`config.mk`:
```
export PLATFORM = sky130hd
export DESIGN_NAME = supply_reset_gen
export DESIGN_NICKNAME = d
export VERILOG_FILES = /design/src/rtl/sr_pkg.sv /design/src/rtl/sr_sync.sv /design/src/rtl/sr_chan_mask.sv /design/src/rtl/sr_holdoff.sv /design/src/rtl/supply_reset_gen.sv
export SDC_FILE = /design/constraint.sdc
export NUM_CORES = 1
export LEC_CHECK = 0
export BUFFER_PORTS_ARGS = -buffer_cell sky130_fd_sc_hd__buf_2
export CORE_MARGIN = 3
export CORE_UTILIZATION = 31
export CTS_CLUSTER_DIAMETER = 120
export DETAILED_ROUTE_END_ITERATION = 10
export PLACE_DENSITY_LB_ADDON = 0.08
export RECOVER_POWER = 100
export SYNTH_ARGS = -nofsm -noshare
export SYNTH_HDL_FRONTEND = slang
export SYNTH_SLANG_ARGS = --single-unit
```
`constraint.sdc`:
```
create_clock -name clk_i -period 1.92 [get_ports clk_i]
set_input_delay 0.576 -clock clk_i [delete_from_list [all_inputs] [get_ports clk_i]]
set_output_delay 0.576 -clock clk_i [all_outputs]
set_load 0.02 [all_outputs]
```
`src/rtl/sr_pkg.sv`:
```
package sr_pkg;
  // Bit positions inside the synchronized flag vector
  localparam int FLG_V33   = 0;
  localparam int FLG_V50   = 1;
  localparam int FLG_VADJ  = 2;
  localparam int FLG_STRAP = 3;
  localparam int FLG_HIGH  = 4;
  localparam int FLG_HARD  = 5;
  localparam int N_FLAGS   = 6;
endpackage

```
`src/rtl/sr_sync.sv`:
```
module sr_sync #(
  parameter int WIDTH  = 1,
  parameter int STAGES = 2
) (
  input  logic             clk_i,
  input  logic             rst_ni,
  input  logic [WIDTH-1:0] async_i,
  output logic [WIDTH-1:0] sync_o
);
  logic [WIDTH-1:0] stage_q [STAGES];

  for (genvar s = 0; s < STAGES; s++) begin : g_stage
    logic [WIDTH-1:0] d;
    if (s == 0) begin : g_first
      assign d = async_i;
    end else begin : g_next
      assign d = stage_q[s-1];
    end
    always_ff @(posedge clk_i or negedge rst_ni) begin
      if (!rst_ni) stage_q[s] <= '0;
      else         stage_q[s] <= d;
    end
  end

  assign sync_o = stage_q[STAGES-1];
endmodule

```
`src/rtl/sr_chan_mask.sv`:
```
module sr_chan_mask
  import sr_pkg::*;
(
  input  logic [N_FLAGS-1:0] flags_i,
  output logic               all_ok_o,
  output logic               hold_o
);
  logic v50_watch;

  always_comb begin
    v50_watch = !(flags_i[FLG_STRAP] && !flags_i[FLG_HIGH]);
    all_ok_o  = flags_i[FLG_V33] && flags_i[FLG_VADJ] &&
                (flags_i[FLG_V50] || !v50_watch);
    hold_o    = flags_i[FLG_HARD];
  end

  // a strapped, low-range 5 V input never blocks the good verdict
  always_comb begin
    if (flags_i[FLG_STRAP] && !flags_i[FLG_HIGH] &&
        flags_i[FLG_V33] && flags_i[FLG_VADJ])
      p_v50_masked_r5: assert (all_ok_o);
  end
endmodule

```
`src/rtl/sr_holdoff.sv`:
```
module sr_holdoff #(
  parameter int HOLD_TICKS = 16
) (
  input  logic clk_i,
  input  logic rst_ni,
  input  logic all_ok_i,
  input  logic hold_i,
  output logic released_o
);
  localparam int CW = $clog2(HOLD_TICKS + 1);
  localparam logic [CW-1:0] LAST = CW'(HOLD_TICKS - 1);

  logic [CW-1:0] cnt_q, cnt_d;
  logic          rel_q, rel_d;
  logic          fault;
  logic          cnt_en;

  always_comb begin
    fault  = hold_i || !all_ok_i;
    cnt_en = !fault && !rel_q;
    cnt_d  = cnt_q;
    rel_d  = rel_q;
    if (fault) begin
      cnt_d = '0;
      rel_d = 1'b0;
    end else if (cnt_en) begin
      if (cnt_q == LAST) rel_d = 1'b1;
      else               cnt_d = cnt_q + 1'b1;
    end
  end

  always_ff @(posedge clk_i or negedge rst_ni) begin
    if (!rst_ni) begin
      cnt_q <= '0;
      rel_q <= 1'b0;
    end else begin
      cnt_q <= cnt_d;
      rel_q <= rel_d;
    end
  end

  assign released_o = rel_q;

  p_fault_asserts_r1: assert property (@(posedge clk_i) disable iff (!rst_ni)
    !all_ok_i |=> !rel_q);
  p_hard_clears_r4: assert property (@(posedge clk_i) disable iff (!rst_ni)
    hold_i |=> (cnt_q == '0) && !rel_q);
  p_release_full_r2: assert property (@(posedge clk_i) disable iff (!rst_ni)
    $rose(rel_q) |-> $past(cnt_q) == LAST && $past(all_ok_i) && !$past(hold_i));
  p_cnt_bound_r2: assert property (@(posedge clk_i) disable iff (!rst_ni)
    cnt_q <= LAST);
endmodule

```
`src/rtl/supply_reset_gen.sv`:
```
module supply_reset_gen
  import sr_pkg::*;
#(
  parameter int CLK_HZ      = 200_000_000,
  parameter int HOLD_TICKS  = CLK_HZ / 5,
  parameter int SYNC_STAGES = 2
) (
  input  logic clk_i,
  input  logic rst_ni,
  input  logic v33_ok_i,
  input  logic v50_ok_i,
  input  logic vadj_ok_i,
  input  logic strap_i,
  input  logic v50_high_i,
  input  logic hard_req_i,
  output logic sys_rst_no,
  output logic sys_rst_o
);
  logic [N_FLAGS-1:0] raw, synced;
  logic               all_ok, hold, released;

  always_comb begin
    raw            = '0;
    raw[FLG_V33]   = v33_ok_i;
    raw[FLG_V50]   = v50_ok_i;
    raw[FLG_VADJ]  = vadj_ok_i;
    raw[FLG_STRAP] = strap_i;
    raw[FLG_HIGH]  = v50_high_i;
    raw[FLG_HARD]  = hard_req_i;
  end

  sr_sync #(.WIDTH(N_FLAGS), .STAGES(SYNC_STAGES)) u_sync (
    .clk_i(clk_i), .rst_ni(rst_ni), .async_i(raw), .sync_o(synced));

  sr_chan_mask u_mask (.flags_i(synced), .all_ok_o(all_ok), .hold_o(hold));

  sr_holdoff #(.HOLD_TICKS(HOLD_TICKS)) u_hold (
    .clk_i(clk_i), .rst_ni(rst_ni), .all_ok_i(all_ok), .hold_i(hold),
    .released_o(released));

  assign sys_rst_no = released;
  assign sys_rst_o  = ~released;

  p_polarity_r3: assert property (@(posedge clk_i) disable iff (!rst_ni)
    sys_rst_o != sys_rst_no);
  p_reset_low_r7: assert property (@(posedge clk_i)
    !rst_ni |-> !sys_rst_no);
endmodule

```
### Yosys cells after proc, flatten, opt, wreduce, memory -nomap -nowiden

Index checks and enable logic that the tools add are counted.

* logic and storage cells: 28
* output and inout bits: 2
* memory bits (read-only): 0
* register bits after elaboration: 39
* memories: 0
* latch bits: 0
* memory bits (writable): 0

* div/mod/pow operators: 0
* add/subtract/negate cells: 1
* shifts and indexed selects: 0
* reductions and logical operators: 14
* $mul: 0
* equal/unequal tests: 2
* bitwise logic cells: 1
* magnitude comparators: 0
* muxes and demuxes: 6

Operator list (count)
* $mux 26: 3
* $add 26x1->26 const B: 1
* $eq 26x26->1 const B: 1
* $logic_and 1x1->1: 4
* $logic_not 1->1: 4
* $reduce_and 2->1: 2
* $reduce_bool 2->1: 2
* $mux 1: 3
* $logic_or 1x1->1: 2
* $ne 2x1->1 const B: 1
* $not 1->1: 1

### Depth between registers and ports, before layout

* depth in word-level cells: 10
* mapped depth: 8
* depth with buffers taken out: 6

### Modules after synthesis

Synthesis repeated with hierarchy kept, for this count alone.

* cell total of the unflattened synthesis: 195
* area total of the unflattened synthesis: 1916.8 µm²

By module, submodules not included
* sr_holdoff: times used 1, area an instance 1589.0 µm², sequential area each 675.6 µm², cells an instance 179
* sr_sync: times used 1, area an instance 300.3 µm², sequential area each 300.3 µm², cells an instance 12
* sr_chan_mask: times used 1, area an instance 23.8 µm², sequential area each 0.0 µm², cells an instance 3
* supply_reset_gen: times used 1, area an instance 3.8 µm², sequential area each 0.0 µm², cells an instance 1

### Least setup slack after synthesis

OpenSTA, ideal clock, no wires.

* path type: register to register
* start: reg u_hold.cnt_q[0]
* end: reg u_hold.cnt_q[19]
* setup time: 0.078 ns
* slack: -0.078 ns
* arrival: 1.920 ns
* data required time: 1.842 ns
* period minus slack after synthesis: 1.998 ns
* cell stages (with the launch flop): 8
* path through: dfrtp_1 -> ha_1 -> and3b_1 -> and4_4 -> a21o_1 -> buf_2 -> or4_1 -> a21oi_1

* cells in the longest elaborated chain, start to end: 4

Ends and longest elaborated chain
* from (decl): RTL line sr_holdoff.sv:13 `logic [CW-1:0] cnt_q, cnt_d;`
* from (signal assigned): RTL line sr_holdoff.sv:37 `cnt_q <= cnt_d;`
* $add 26x1->26: RTL line sr_holdoff.sv:28 `else cnt_d = cnt_q + 1'b1;`
* $mux 26: RTL line sr_holdoff.sv:27 `if (cnt_q == LAST) rel_d = 1'b1;`
* $mux 26: RTL line sr_holdoff.sv:26 `end else if (cnt_en) begin`
* $mux 26: RTL line sr_holdoff.sv:23 `if (fault) begin`

Several ways; a longest one is shown, not always the timed one. The select of a mux whose other input is x is not followed.
A chain may end at the register's enable or synchronous reset.

### Worst setup path after layout

* start: reg u_hold.cnt_q[1]
* end: reg u_hold.cnt_q[17]

Same word-level chain as after synthesis.

==> results by group <==
Clocking
  – Buffer type at the clock tree root: clkbuf_8
  – Worst-path clk slew: 80 ps
  – Worst skew pair latency: 290 ps
  – TritonCTS clock tree: built
  – CTS Buffer Depth: 2
  – H-tree Lvls: 2
  – CTS Buf Count: 5
  – Clk sink count: 39
  – Hold buffer count at CTS: 0

Synth
  – Synth Register Bits: 39
  – Seq/Total Area, Yosys: 53.7%
  – Top cell type by total area after synthesis: dfrtp_1
  – Mapped cell area: 1820 um2
  – Gate Count Post-Synth: 178
  – Yosys warns: 0
  – Async set or reset register ratio after synthesis: 100%
  – Post-synth EDFFs: 0
  – Syn avg cell area: 10.2 um2
  – Unique masters post-synth: 38
  – Top_reg_cell synth: dfrtp_1
  – Share of Yosys cell area claimed by the top area cell type: 53.7%
  – Synth area leaders: dfrtp_1 (54%), a21oi_1 (4.4%), nand4_1 (3.8%)
  – Syn nets: 188

Setup path
  – Crit. End Element: flop
  – CP max FO: 9
  – Critical Path Start: u_hold.cnt_q[1]
  – CP Data Required Time: 2150 ps
  – CP Data Arrival Time: 2160 ps
  – Worst Setup Start Kind: flop
  – Crit Reg-Reg Startpoint: u_hold.cnt_q[1]
  – Setup Crit Path Kind: reg2reg

STA
  – Setup TNS: -30.9 ps
  – Final hold slack: 353 ps
  – Final Max Tran Viols: 0
  – Setup slack after layout: -13.0 ps
  – Worst Tran Pin Value: 944 ps
  – Clock skew: 6.69 ps
  – Setup violators final: 3
  – Tmin final: 1930 ps
  – Slew Limit Headroom: 37.0%
  – Hold Fails Final Rpt: 0
  – RSZ-0062 raised after global routing: yes
  – Fin crit share: 101%
  – Max Clk Rate: 517 MHz

Job
  – Max Cap Viol: 0

Detailed routing
  – DRT Wirelength: 4610 um
  – Starting DRT DRC Count: 91
  – DRT antenna net count: 0
  – Routed vias: 1,540
  – Drt wl/cell: 15.6 um
  – Drt first pass iters: 4
  – Drc violations: 0
  – Vias/cell: 5.22

Power and ir drop
  – Switch share: 21.7%
  – VDD IR max: 0.344 mV
  – LEAKAGE: 0.989 nW
  – Cell Int Power: 1.24 mW
  – Power share of the combinational group: 2.5%
  – Pwr Density: 670 nW/um2
  – Clk pwr share: 44.4%
  – Sequential share of power: 53.1%
  – Sw Pwr: 0.343 mW

Place
  – IO buf count: 9
  – Routability cong.: 0.802
  – HPWL after detailed placement: 3100 um

GRT
  – First-pass GRT wire length: 7760 um
  – GRT Util Overall: 15.2%
  – Grt ovf: 0
  – Vias in the first global route: 1,564
  – Initial antenna violation count: 0
  – Largest net degree at the start of global routing: 40

Finish
  – Area delta synth->final: 29.7%
  – # diodes: 0
  – Most common cell after layout, fill and taps aside: dfrtp_1
  – Layout cells sized above 1: 29.1%
  – Most frequent cells in the layout: dfrtp_1 (39), buf_4 (27), nor2_1 (13)
  – Final #Nets: 232
  – FILL cells: 568

Run status
  – Failing checks: negative setup slack
  – Outcome: complete, but fails checks

Worst hold path
  – HP Class: reg2reg
  – Hold path start: u_sync.g_stage[1].d[2]

Floorplan
  – Die area: 6820 um2
  – Die Ht: 82.6 um
  – Rows: 27
  – I/O pins: 10
  – Die Span X: 82.6 um
  – Initial core utilization: 32.6%
  – Core footprint: 5570 um2
## through the flow
step                instances  setup slack, ps  util [%]  instance area, um2  power, mW
floorplan                 178             7.24         -                1830      0.864
global placement          278            -29.6      38.3                2130      0.899
detailed placement        278            -52.8      38.3                2130      0.900
CTS                       293            -34.6      41.6                2320       1.60
global route              295            -82.3      42.3                2360       1.65
finish                    295            -13.0      42.3                2360       1.58
## cell usage after synthesis (2+ instances only)
cell type   n
a21oi_1    16
and3_1      8
and4_1      2
buf_2       3
clkbuf_1    3
dfrtp_1    39
ha_1        2
inv_1       2
nand2_1    11
nand3_1     9
nand4_1    11
nor2_1     13
nor3_1      2
nor4_1      4
o21ai_0     8
o31ai_1     5
or2_2       2
or3_1       7
or4_1       6
xnor2_1     4
xor2_1      4
## flip-flops by register name, summed over array words and instances (netlist names)
name / flops
u_hold.cnt_q: 26
u_hold.released_o: 1
u_sync.g_stage.d: 6
u_sync.sync_o: 6
## final timing paths
path	to	slack, ps	cells after the start
min in group asynchronous	u_hold.cnt_q[17]	500	2
setup / recovery	u_hold.cnt_q[17]	-10	7
hold reg to reg	u_sync.sync_o[2]	350	0
setup reg to reg	u_hold.cnt_q[17]	-10	7
hold / removal	u_sync.sync_o[2]	350	0
max in group asynchronous	u_hold.cnt_q[8]	820	2
## critical path: stages (launching register included)
cell and delay [ps]:
dfrtp_1 390, ha_2 190, and3b_1 160, and4_4 170, a21o_1 180, buf_6 140, or4_4 500, a21oi_2 130
## layer usage
metal  vias up  part of all wire [%]  GRT usage [%]  wire (um)
met5         -                     0              0          0
met4         0                   1.5           5.56         68
met3         9                   3.1           3.90        144
met2        24                    45           22.4       2080
met1       753                    50           21.4       2310
li1        754                     -              -          -
## power groups by stage
| stage | clock network [mW] | registers [mW] | logic, mW |
|---|---|---|---|
| 3_5_place_dp | 0 | 0.856 | 0.0445 |
| 3_3_place_gp | 0 | 0.855 | 0.0440 |
| 4_1_cts | 0.720 | 0.839 | 0.0450 |
| 2_1_floorplan | 0 | 0.855 | 0.00921 |
| 5_1_grt | 0.760 | 0.841 | 0.0456 |
| 6_report | 0.702 | 0.839 | 0.0388 |
## layout make-up
cell class | instances | area [um2] | share of cell area [%]
clock inverters | 3 | 46.3 | 1.96
inverters | 2 | 7.51 | 0.319
well taps | 72 | 90.1 | 3.82
flip-flops and latches | 39 | 976 | 41.4
repair buffers | 43 | 303 | 12.9
multi-input cells | 131 | 865 | 36.7
clock buffers | 5 | 68.8 | 2.92
## logic make-up after synthesis
group,share of synthesized area (%)
and+or+nand+nor,26.2
DFF,53.7
buffers and inverters,1.86
AOI/OAI and AO/OA,12.4
xor gates and xnor gates,3.86
muxes,0.551
adders and majority gates,1.38
## timing repair
item / CTS / global route
gates resized for setup: 5 / 14
setup buffers: 7 / 2
setup endpoints to repair: 6 / 15
gates cloned: 0 / 0
pin swaps: 5 / 9
endpoints found under the hold margin: 0 / 0
Power figures use the tool's default switching activity.
